## src/rtl/piso_pkg.sv

```systemverilog
`timescale 1ns/1ps
package piso_pkg;
  typedef enum logic [1:0] {
    OP_HOLD  = 2'd0,
    OP_SHIFT = 2'd1,
    OP_LOAD  = 2'd2
  } stage_op_e;
endpackage

```

## src/rtl/piso_sync.sv

```systemverilog
`timescale 1ns/1ps
// Single-bit flop chain that brings an asynchronous level into clk_i.
module piso_sync #(
  parameter int   STAGES  = 2,
  parameter logic RST_VAL = 1'b0
) (
  input  logic clk_i,
  input  logic rst_ni,
  input  logic d_i,
  output logic q_o
);
  logic [STAGES-1:0] chain_q;
  logic [STAGES-1:0] chain_d;

  assign chain_d[0] = d_i;
  for (genvar g = 1; g < STAGES; g++) begin : g_chain
    assign chain_d[g] = chain_q[g-1];
  end

  always_ff @(posedge clk_i or negedge rst_ni) begin
    if (!rst_ni) chain_q <= {STAGES{RST_VAL}};
    else         chain_q <= chain_d;
  end

  assign q_o = chain_q[STAGES-1];
endmodule

```

## src/rtl/piso_ctrl.sv

```systemverilog
`timescale 1ns/1ps
// Combines the synchronized pulse inputs, finds rising edges, picks the stage operation.
module piso_ctrl
  import piso_pkg::*;
(
  input  logic      clk_i,
  input  logic      rst_ni,
  input  logic      clk_a_s_i,
  input  logic      clk_b_s_i,
  input  logic      load_n_s_i,
  output stage_op_e op_o
);
  logic eff_clk;
  logic eff_q;
  logic eff_d;
  logic eff_rise;

  // Either pulse input high keeps the combined clock high, which inhibits edges.
  assign eff_clk = clk_a_s_i | clk_b_s_i;
  assign eff_d   = eff_clk;

  always_ff @(posedge clk_i or negedge rst_ni) begin
    if (!rst_ni) eff_q <= 1'b0;
    else         eff_q <= eff_d;
  end

  assign eff_rise = eff_clk & ~eff_q;

  always_comb begin
    if (!load_n_s_i)   op_o = OP_LOAD;   // load wins over a coincident edge
    else if (eff_rise) op_o = OP_SHIFT;
    else               op_o = OP_HOLD;
  end
endmodule

```

## src/rtl/piso_stages.sv

```systemverilog
`timescale 1ns/1ps
// Storage stages with parallel load and a one-place shift toward the top index.
module piso_stages
  import piso_pkg::*;
#(
  parameter int WIDTH = 8
) (
  input  logic             clk_i,
  input  logic             rst_ni,
  input  stage_op_e        op_i,
  input  logic [WIDTH-1:0] par_i,
  input  logic             ser_i,
  output logic [WIDTH-1:0] stage_o
);
  logic [WIDTH-1:0] stage_q;
  logic [WIDTH-1:0] stage_d;
  logic [WIDTH-1:0] shifted;
  logic             upd_en;

  assign shifted[0] = ser_i;
  for (genvar g = 1; g < WIDTH; g++) begin : g_shift
    assign shifted[g] = stage_q[g-1];
  end

  always_comb begin
    unique case (op_i)
      OP_LOAD:  stage_d = par_i;
      OP_SHIFT: stage_d = shifted;
      default:  stage_d = stage_q;
    endcase
    upd_en = (op_i != OP_HOLD);
  end

  always_ff @(posedge clk_i or negedge rst_ni) begin
    if (!rst_ni)     stage_q <= '0;
    else if (upd_en) stage_q <= stage_d;
  end

  assign stage_o = stage_q;
endmodule

```

## src/rtl/piso_gated_shreg.sv

```systemverilog
`timescale 1ns/1ps
module piso_gated_shreg
  import piso_pkg::*;
#(
  parameter int WIDTH       = 8,
  parameter int SYNC_STAGES = 2
) (
  input  logic             clk_i,
  input  logic             rst_ni,
  input  logic             load_ni,
  input  logic [WIDTH-1:0] par_i,
  input  logic             ser_i,
  input  logic             sclk_a_i,
  input  logic             sclk_b_i,
  output logic             q_last_o,
  output logic             q_last_no
);
  localparam int                   NUM_ASYNC = 3;
  localparam int                   IDX_A     = 0;
  localparam int                   IDX_B     = 1;
  localparam int                   IDX_LD    = 2;
  // The load control resets to its idle (high) level; the pulse inputs reset low.
  localparam logic [NUM_ASYNC-1:0] ASYNC_RST = NUM_ASYNC'(1) << IDX_LD;

  logic [NUM_ASYNC-1:0] async_raw;
  logic [NUM_ASYNC-1:0] async_sync;
  stage_op_e            op;
  logic [WIDTH-1:0]     stage_q;

  assign async_raw[IDX_A]  = sclk_a_i;
  assign async_raw[IDX_B]  = sclk_b_i;
  assign async_raw[IDX_LD] = load_ni;

  for (genvar g = 0; g < NUM_ASYNC; g++) begin : g_sync
    piso_sync #(
      .STAGES  (SYNC_STAGES),
      .RST_VAL (ASYNC_RST[g])
    ) u_sync (
      .clk_i  (clk_i),
      .rst_ni (rst_ni),
      .d_i    (async_raw[g]),
      .q_o    (async_sync[g])
    );
  end

  piso_ctrl u_ctrl (
    .clk_i      (clk_i),
    .rst_ni     (rst_ni),
    .clk_a_s_i  (async_sync[IDX_A]),
    .clk_b_s_i  (async_sync[IDX_B]),
    .load_n_s_i (async_sync[IDX_LD]),
    .op_o       (op)
  );

  piso_stages #(
    .WIDTH (WIDTH)
  ) u_stages (
    .clk_i   (clk_i),
    .rst_ni  (rst_ni),
    .op_i    (op),
    .par_i   (par_i),
    .ser_i   (ser_i),
    .stage_o (stage_q)
  );

  assign q_last_o  = stage_q[WIDTH-1];
  assign q_last_no = ~stage_q[WIDTH-1];
endmodule

```

## config.mk

```make
export PLATFORM = sky130hd
export DESIGN_NAME = piso_gated_shreg
export DESIGN_NICKNAME = d
export VERILOG_FILES = /design/src/rtl/piso_pkg.sv /design/src/rtl/piso_sync.sv /design/src/rtl/piso_ctrl.sv /design/src/rtl/piso_stages.sv /design/src/rtl/piso_gated_shreg.sv
export SDC_FILE = /design/constraint.sdc
export NUM_CORES = 1
export LEC_CHECK = 0
export CAP_MARGIN = 20
export CORE_MARGIN = 2
export CORE_UTILIZATION = 35
export DETAILED_ROUTE_END_ITERATION = 10
export PLACE_DENSITY_LB_ADDON = 0.25
export SLEW_MARGIN = 5
export SYNTH_ARGS = -nofsm -noshare
export SYNTH_HDL_FRONTEND = slang
export SYNTH_HIERARCHICAL = 1
export SYNTH_SLANG_ARGS = --single-unit
```

## constraint.sdc

```tcl
create_clock -name clk_i -period 1.65 [get_ports clk_i]
set_clock_uncertainty 0.15 [all_clocks]
set_input_delay 0.33 -clock clk_i [delete_from_list [all_inputs] [get_ports clk_i]]
set_output_delay 0.33 -clock clk_i [all_outputs]
set_load 0.05 [all_outputs]
```

==> summary.txt, run 1 <==
Power
  – PwrDens: around 950 nW/µm²
  – VDD IR max: approximately 0.54 mV
  – Static leakage power: 0.339 nW

Detailed routing
  – First-pass DRT Iterations: 4
  – DRT antenna net count: 0
  – Vias/cell: 4.73
  – Drt total wl: ~900 µm
  – # DRC: 0
  – Wire per inst: 11.1 µm
  – Routed via count: roughly 380
  – 1st-iter DRT viols: 7

Timing
  – Tightest Pin Transition: 0.249 ns
  – Final setup margin: 0.0530 ns
  – WHS: 0.121 ns
  – Slew Viols, Final: 0
  – Fin crit period: 1.60 ns
  – Fmax: 0.626 GHz
  – Endpoints failing setup: 0
  – Final hold violation count: 0
  – Fin crit share: 0.968
  – Relative slew slack: 0.834
  – Setup repair after global routing missed its margin: true

Floorplanning
  – Die footprint: just over 2000 µm²
  – Site row count: 14
  – Starting density of the core: 0.381
  – Boundary Pins: 16
  – Core ar.: between 1500 and 2000 µm²
  – Die W: about 45 µm
  – Die Ht: 45.0 µm

GRT
  – GRT Util Overall: 0.119
  – Initial antenna violation count: 0
  – Largest net degree at the start of global routing: 17
  – Number of global-route vias before repair: 417
  – First-pass GRT wire length: roughly 1600 µm
  – GRT overflow: 0

Setup path
  – CP max FO: 8
  – Reg2Reg Depth: 5
  – Launch point of the critical path: g_sync[2].u_sync/chain_q[1]$_DFF_PN1_
  – Worst Path Required: 1.67 ns
  – Crit path DAT: 1.62 ns
  – RR Startpoint: g_sync[2].u_sync/chain_q[1]$_DFF_PN1_
  – Crit start category: flop
  – Crit Path Category: flop to flop
  – Crit. End Element: flop

CTS
  – Root Buffer Master: clkbuf_4
  – # hold bufs at CTS: 0
  – Clk Latency, worst-skew pair: 0.28 ns
  – Clk sinks: 15
  – Num CTS Buffers: 3
  – H-tree depth: 1
  – CTS tree: done
  – Max Buffers Root-to-Sink: 2
  – Clock-pin slew on the worst setup and hold paths: 0.09 ns

Final layout
  – Post-route insts no fill: 81
  – Fraction of layout instances using a drive strength above 1: 0.185
  – Layout Nets: between 80 and 90
  – Most frequent cells in the layout: dfrtp_1, clkdlybuf4s50_1, mux2i_1, nand2_1, o21ai_1
  – Core Util, Final: 0.528
  – ANT cells: 0
  – Fin area: 815 µm²
  – P&R area growth vs syn: 38.5%

Logic synthesis
  – Syn nets: slightly above 60
  – Syn. warnings: 6
  – Seq/Total Area, Yosys: 0.643
  – Synthesis-stage register bit count: 15
  – Cells after Synth: 47
  – Yosys cell types: 10
  – Syn Std Cell Area: 588 µm²
  – Avg Cell Area, Syn: 12.5 µm²

Place
  – Pre-CTS setup slack: -0.0456 ns
  – Cell Area, Placed: 783 µm²
  – Count of input and output buffers: 15
  – GPL Wtd Cong: 0.645
  – Placed instance count: 78
  – Detail Placement HPWL: 697 µm

Flow run
  – Max-cap check violation count: 0

Outcome
  – Run status: complete, no violations

Worst hold path
  – Tightest Hold Check Type: primary input to async pin
worst paths after layout:
check,end,slack (ns)
max,u_stages/stage_o[1]$_DFFE_PN0P_,0.05
min,g_sync[0].u_sync/chain_q[1]$_DFF_PN0_,0.12
max reg2reg,u_stages/stage_o[1]$_DFFE_PN0P_,0.05
min reg2reg,g_sync[1].u_sync/chain_q[1]$_DFF_PN0_,0.20
max in group asynchronous,u_stages/stage_o[7]$_DFFE_PN0P_,0.82
min in group clk_i,g_sync[1].u_sync/chain_q[1]$_DFF_PN0_,0.20
power breakdown:
group | internal [mW] | total (mW) | switching [mW] | leakage [nW]
Clock | 0.0899 | 0.202 | 0.112 | 0.0177
Sequential | 0.405 | 0.423 | 0.0184 | 0.175
Combinational | 0.0822 | 0.151 | 0.0687 | 0.146
logic make-up after synthesis:
| group | share of synthesized area |
|---|---|
| AOI/OAI and AO/OA | 0.0681 |
| buffers and inverters | 0.0574 |
| and+or+nand+nor | 0.0745 |
| DFF | 0.643 |
| muxes | 0.136 |
| adders and majority gates | 0.0213 |
state kept, by name, indices dropped and copies added, names as in the netlist:
name                   count
u_ctrl/eff_q               1
u_stages/stage_o           8
g_sync.u_sync/chain_q      6
cell type report:
cell class | count | area (µm²)
sequential | 15 | 378
tap | 16 | 20.0
clock buffer | 3 | 22.5
timing repair buffer | 16 | 178
clock inverter | 1 | 5.00
multi-input combinational | 27 | 200
inverter | 3 | 11.3
fill | 147 | 727
what timing repair did:
item | CTS | global route
gates resized for setup | 2 | 3
setup endpoints to repair | 8 | 8
gates cloned | 0 | 0
buffers inserted | 0 | 0
pin swaps | 1 | 3
metal layers:
metal | track usage | part of all wire
met5 | 0 | 0
met4 | 0.106 | 0.013
met3 | 0.0240 | 0.047
met2 | 0.174 | 0.44
met1 | 0.148 | 0.49
synth_stat cells:
library cell | n | share of area
mux2i_1 | 8 | 0.14
nor3b_1 | 1 | 0.013
buf_6 | 2 | 0.038
dfrtp_1 | 13 | 0.55
or2_1 | 1 | 0.011
o21ai_1 | 8 | 0.068
ha_1 | 1 | 0.021
inv_1 | 3 | 0.019
dfstp_2 | 2 | 0.089
nand2_1 | 8 | 0.051
metrics by stage:
stage | setup TNS, ns | total power [mW]
after CTS | 0 | 0.784
after detailed placement | -0.314 | 0.578
after global routing | -0.0720 | 0.814
final | 0 | 0.776
after floorplan | 0 | 0.498
after global placement | -0.281 | 0.575
critical path, stage by stage, from the launching register on:
cell,delay (ns)
dfstp_2,0.53
inv_2,0.04
nor3b_4,0.21
ha_4,0.25
mux2i_1,0.22
o21ai_1,0.09
Note: power is estimated with default switching activity, not from simulation.
==> run 2: changes to the inputs <==
--- a/config.mk
+++ b/config.mk
@@ -9,7 +9,8 @@
 export CORE_MARGIN = 2
 export CORE_UTILIZATION = 35
 export DETAILED_ROUTE_END_ITERATION = 10
-export PLACE_DENSITY_LB_ADDON = 0.25
+export GPL_ROUTABILITY_DRIVEN = 1
+export PLACE_DENSITY = 0.75
 export SLEW_MARGIN = 5
 export SYNTH_ARGS = -nofsm -noshare
 export SYNTH_HDL_FRONTEND = slang
==> run 2 against run 1 <==
  * Clock power about the same
  * Wire length is 1.4% higher
  * Count of clock-buffer cells in the layout increased by 1
  * Critical path type unchanged
  * Critical endpoint is now u_stages/stage_o[7]$_DFFE_PN0P_
==> summary.txt, run 2 (synthesis gave the netlist of run 1 again) <==
Power
  – Sw Share: 0.251
  – Internal power: 0.583 mW
  – Psw: 0.195 mW
  – Share of power burned in registers: 0.547
  – Static leakage power: 0.347 nW
  – Clock share of power: 0.255
  – PwrDens: 930 nW/µm²
  – VDD IR max: 0.494 mV
  – Combinational share of power: 0.198
  – Total power draw: approximately 0.78 mW

Detailed routing
  – Drt total wl: approximately 910 µm
  – First-pass DRT Iterations: 2
  – Vias/cell: around 4.6
  – Wire per inst: approximately 11 µm
  – DRT antenna net count: 0
  – 1st-iter DRT viols: 1
  – Routed via count: 381
  – # DRC: 0

CTS
  – Clk Latency, worst-skew pair: 0.27 ns
  – Max Buffers Root-to-Sink: 2
  – CTS tree: done
  – # hold bufs at CTS: 0
  – Clk sinks: 15
  – H-tree depth: 1
  – Postcts setup bufs: 0
  – Clock-pin slew on the worst setup and hold paths: 0.08 ns
  – Num CTS Buffers: 3
  – Root Buffer Master: clkbuf_4

GRT
  – Largest net degree at the start of global routing: 17
  – Number of global-route vias before repair: 367
  – GRT Util Overall: 0.111
  – GRT overflow: 0
  – Initial antenna violation count: 0
  – First-pass GRT wire length: 1550 µm

Outcome
  – Run status: complete, no violations

Final layout
  – Fin area: between 800 and 900 µm²
  – Fraction of layout instances using a drive strength above 1: 0.197
  – Most frequent cells in the layout: dfrtp_1, clkdlybuf4s50_1, nand2_1, o21ai_1, mux2i_1
  – ANT cells: 0
  – Post-route insts no fill: 82
  – Largest register FFs: 8
  – Core Util, Final: 0.543
  – Layout Nets: 82
  – P&R area growth vs syn: 42.3%

Setup path
  – Crit start category: flop
  – Worst reg2reg setup slack: approximately 0.036 ns
  – Critical-path cell list: inv_2 > nor3b_4 > ha_4 > buf_12 > mux2i_2 > o21ai_1
  – Critical R2R Capture: u_stages/stage_o[7]$_DFFE_PN0P_
  – CP max-delay cell: dfstp_2
  – Slowest cell delay on critical path: 0.53 ns
  – CP max FO: 8
  – Crit. End Element: flop
  – Worst Path Required: 1.66 ns
  – RR Startpoint: g_sync[2].u_sync/chain_q[1]$_DFF_PN1_
  – Crit path DAT: roughly 1.6 ns
  – CP delay by family, top: flip-flops
  – CP bufs+invs: 2
  – Crit Path Category: flop to flop
  – Reg2Reg Depth: 6

Floorplanning
  – Die footprint: 2020 µm²
  – Die Ht: 45.0 µm
  – Boundary Pins: 16
  – Die W: about 45 µm
  – Starting density of the core: 0.381
  – Core ar.: 1540 µm²
  – Site row count: 14

Timing
  – Fmax: 0.619 GHz
  – Fin crit share: 0.978
  – Final hold violation count: 0
  – Fin crit period: 1.61 ns
  – WHS: 0.203 ns
  – Tightest Pin Transition: 0.194 ns
  – Final setup margin: 0.0356 ns
  – Slew Viols, Final: 0
  – Relative slew slack: 0.870
  – Setup repair after global routing missed its margin: true
  – Endpoints failing setup: 0
  – Setup_tns: 0 ns

Place
  – Pre-CTS setup slack: -0.0808 ns
  – Placed instance count: 78
  – Count of input and output buffers: 15
  – Cell Area, Placed: 783 µm²
  – Detail Placement HPWL: 681 µm
  – GPL Wtd Cong: 0.707

Worst hold path
  – Tightest Hold Check Type: primary input to async pin

Flow run
  – Max-cap check violation count: 0
[run 2: cell types whose count changed in the layout (fill, tap and decap cells not counted)]
cell / delta
mux2i_2: +1
buf_12: +1
clkbuf_1: +1
clkinv_2: -1
mux2i_1: -1
[run 2: metal layers]
metal,up-vias,global-route usage,share of wire
li1,194,-,-
met1,175,0.131,0.44
met2,12,0.169,0.49
met3,0,0.0320,0.073
met4,0,0.0882,0
met5,-,0,0
[run 2: worst max-delay path by stage]
stage	startpoint	to	slack, ns	cells past startpoint
6_report	g_sync[2].u_sync/chain_q[1]$_DFF_PN1_	u_stages/stage_o[7]$_DFFE_PN0P_	0.04	6
5_1_grt	g_sync[2].u_sync/chain_q[1]$_DFF_PN1_	u_stages/stage_o[7]$_DFFE_PN0P_	-0.03	6
4_1_cts	g_sync[0].u_sync/chain_q[1]$_DFF_PN0_	u_stages/stage_o[0]$_DFFE_PN0P_	0.005	4
3_5_place_dp	g_sync[0].u_sync/chain_q[1]$_DFF_PN0_	u_stages/stage_o[0]$_DFFE_PN0P_	-0.08	4
3_3_place_gp	g_sync[1].u_sync/chain_q[1]$_DFF_PN0_	u_stages/stage_o[5]$_DFFE_PN0P_	-0.03	4
2_1_floorplan	g_sync[1].u_sync/chain_q[1]$_DFF_PN0_	u_stages/stage_o[7]$_DFFE_PN0P_	0.06	6
[run 2: layout make-up]
class                      instances  area, µm²
clock buffer                       4       26.3
inverter                           3       11.3
timing repair buffer              17        198
fill                             134        704
tap                               16       20.0
sequential                        15        378
multi-input combinational         27        204
[run 2: power by group through the flow]
stage | clock network, mW | logic (mW) | registers, mW
final | 0.199 | 0.154 | 0.425
after global routing | 0.231 | 0.166 | 0.430
after CTS | 0.209 | 0.149 | 0.424
after detailed placement | 0 | 0.147 | 0.432
after global placement | 0 | 0.145 | 0.429
after floorplan | 0 | 0.0608 | 0.437
[run 2: timing repair]
item,CTS,global route
gates cloned,0,0
pin swaps,2,2
endpoints found under the setup margin,8,8
resized for setup,2,4
==> run 3: changes to the inputs <==
--- a/config.mk
+++ b/config.mk
@@ -10,6 +10,7 @@
 export CORE_UTILIZATION = 35
 export DETAILED_ROUTE_END_ITERATION = 10
 export GPL_ROUTABILITY_DRIVEN = 1
+export MAX_ROUTING_LAYER = met4
 export PLACE_DENSITY = 0.75
 export SLEW_MARGIN = 5
 export SYNTH_ARGS = -nofsm -noshare
==> run 3 against run 2 <==
  * Worst setup slack barely moved
  * Flip-flop and latch count did not move
  * Die area did not move
  * First-iteration DRC count fell by 100%
  * Wire length rose by 0.55%
  * Utilization did not move
  * Count of clock-buffer cells in the layout did not move
  * Register-to-register slack barely moved
==> summary.txt, run 3 (synthesis gave the netlist of run 1 again) <==
Outcome
  – Run status: complete, no violations

Timing
  – Setup repair after global routing missed its margin: true
  – Relative slew slack: 0.870
  – WHS: 0.203 ns
  – Slew Viols, Final: 0
  – Endpoints failing setup: 0
  – Fin crit share: 0.979
  – Tightest Pin Transition: 0.194 ns
  – Fmax: 0.619 GHz
  – Fin crit period: 1.61 ns
  – Final hold violation count: 0

Final layout
  – Largest register FFs: 8
  – Fin area: 837 µm²
  – Layout Nets: 82
  – Fillers: 134
  – ANT cells: 0
  – Fraction of layout instances using a drive strength above 1: 0.197
  – Most frequent cells in the layout: dfrtp_1, clkdlybuf4s50_1, nand2_1, o21ai_1, mux2i_1
  – P&R area growth vs syn: 42.3%

Setup path
  – Crit. End Element: flop
  – Worst reg2reg setup slack: 0.04 ns
  – Crit Path Category: flop to flop
  – Critical-path cell list: inv_2 > nor3b_4 > ha_4 > buf_12 > mux2i_2 > o21ai_1
  – Reg2Reg Depth: 6
  – CP delay by family, top: flip-flops
  – Crit path DAT: 1.63 ns
  – Worst Path Required: 1.66 ns
  – CP bufs+invs: 2
  – CP max FO: 8
  – Slowest cell delay on critical path: 0.53 ns
  – Crit start category: flop
  – CP max-delay cell: dfstp_2
  – RR Startpoint: g_sync[2].u_sync/chain_q[1]$_DFF_PN1_
  – Critical R2R Capture: u_stages/stage_o[7]$_DFFE_PN0P_

Place
  – GPL Wtd Cong: 0.715
  – Cell Area, Placed: 783 µm²
  – Count of input and output buffers: 15
  – Detail Placement HPWL: 681 µm

Detailed routing
  – First-pass DRT Iterations: 1
  – # DRC: 0
  – Drt total wl: 918 µm
  – Routed via count: approximately 380
  – Wire per inst: approximately 11 µm
  – DRT antenna net count: 0
  – Vias/cell: 4.61
  – 1st-iter DRT viols: 0

GRT
  – First-pass GRT wire length: ~1500 µm
  – Number of global-route vias before repair: 368
  – Largest net degree at the start of global routing: 17
  – GRT Util Overall: 0.114
  – Met1 Resource Use GR: 0.136
  – Met3 usage: 0.0240
  – GRT overflow: 0
  – Busiest grt layer: met2
  – Initial antenna violation count: 0
  – Met2 usage: 0.166

CTS
  – Postcts setup bufs: 0
  – Clk Latency, worst-skew pair: 0.27 ns
  – CTS tree: done
  – Clock-pin slew on the worst setup and hold paths: ~0.080 ns
  – H-tree depth: 1
  – Clk sinks: 15
  – Num CTS Buffers: 3
  – Root Buffer Master: clkbuf_4
  – # hold bufs at CTS: 0
  – Max Buffers Root-to-Sink: 2

Power
  – PwrDens: about 930 nW/µm²
  – VDD IR max: a little under 0.5 mV
  – Static leakage power: 0.347 nW

Floorplanning
  – Boundary Pins: 16
  – Die Ht: about 45 µm
  – Die footprint: 2020 µm²
  – Site row count: 14
  – Starting density of the core: 0.381
  – Die W: 45.0 µm
  – Core ar.: 1540 µm²

Flow run
  – Max-cap check violation count: 0

Worst hold path
  – Tightest Hold Check Type: primary input to async pin
run 3: through the flow:
| step | setup slack, ns | power [mW] | setup TNS, ns | utilization | cells |
|---|---|---|---|---|---|
| 6_report | 0.0352 | 0.779 | 0 | 0.543 | 82 |
| 5_1_grt | -0.0342 | 0.826 | -0.0630 | 0.543 | 82 |
| 4_1_cts | 0.00477 | 0.783 | 0 | 0.530 | 82 |
| 3_5_place_dp | -0.0808 | 0.579 | -0.563 | 0.508 | 78 |
| 3_3_place_gp | -0.0341 | 0.573 | -0.214 | 0.508 | 78 |
| 2_1_floorplan | 0.0646 | 0.498 | 0 | - | 47 |
run 3: per-layer routing:
layer  share of wire  up-vias
li1                -      194
met1            0.45      172
met3           0.059        0
met4               0        0
met5               0        -
met2            0.49       12
run 3: layout make-up:
cell class                      count  area [µm²]  share of cell area
Sequential cell                    15         378               0.451
Inverter                            3        11.3              0.0135
Tap cell                           16        20.0              0.0239
Timing Repair Buffer               17         198               0.236
Multi-Input combinational cell     27         204               0.244
Clock buffer                        4        26.3              0.0314
run 3: timing repair:
item,4_1_cts,5_1_grt
endpoints found under the setup margin,8,8
resized for setup,2,4
pin swaps,2,2
run 3: power breakdown:
part / leakage [nW] / internal (mW) / switching, mW
clock: 0.0150 / 0.0936 / 0.106
sequential: 0.175 / 0.405 / 0.0206
combinational: 0.156 / 0.0846 / 0.0694
total: 0.347 / 0.583 / 0.196
run 3: how the worst max path moves through the flow:
stage,from,end,slack [ns],cells past startpoint
CTS,g_sync[0].u_sync/chain_q[1]$_DFF_PN0_,u_stages/stage_o[0]$_DFFE_PN0P_,0.005,4
floorplan,g_sync[1].u_sync/chain_q[1]$_DFF_PN0_,u_stages/stage_o[7]$_DFFE_PN0P_,0.06,6
global placement,g_sync[1].u_sync/chain_q[1]$_DFF_PN0_,u_stages/stage_o[5]$_DFFE_PN0P_,-0.03,4
global route,g_sync[2].u_sync/chain_q[1]$_DFF_PN1_,u_stages/stage_o[7]$_DFFE_PN0P_,-0.03,6
detailed placement,g_sync[0].u_sync/chain_q[1]$_DFF_PN0_,u_stages/stage_o[0]$_DFFE_PN0P_,-0.08,4
finish,g_sync[2].u_sync/chain_q[1]$_DFF_PN1_,u_stages/stage_o[7]$_DFFE_PN0P_,0.04,6
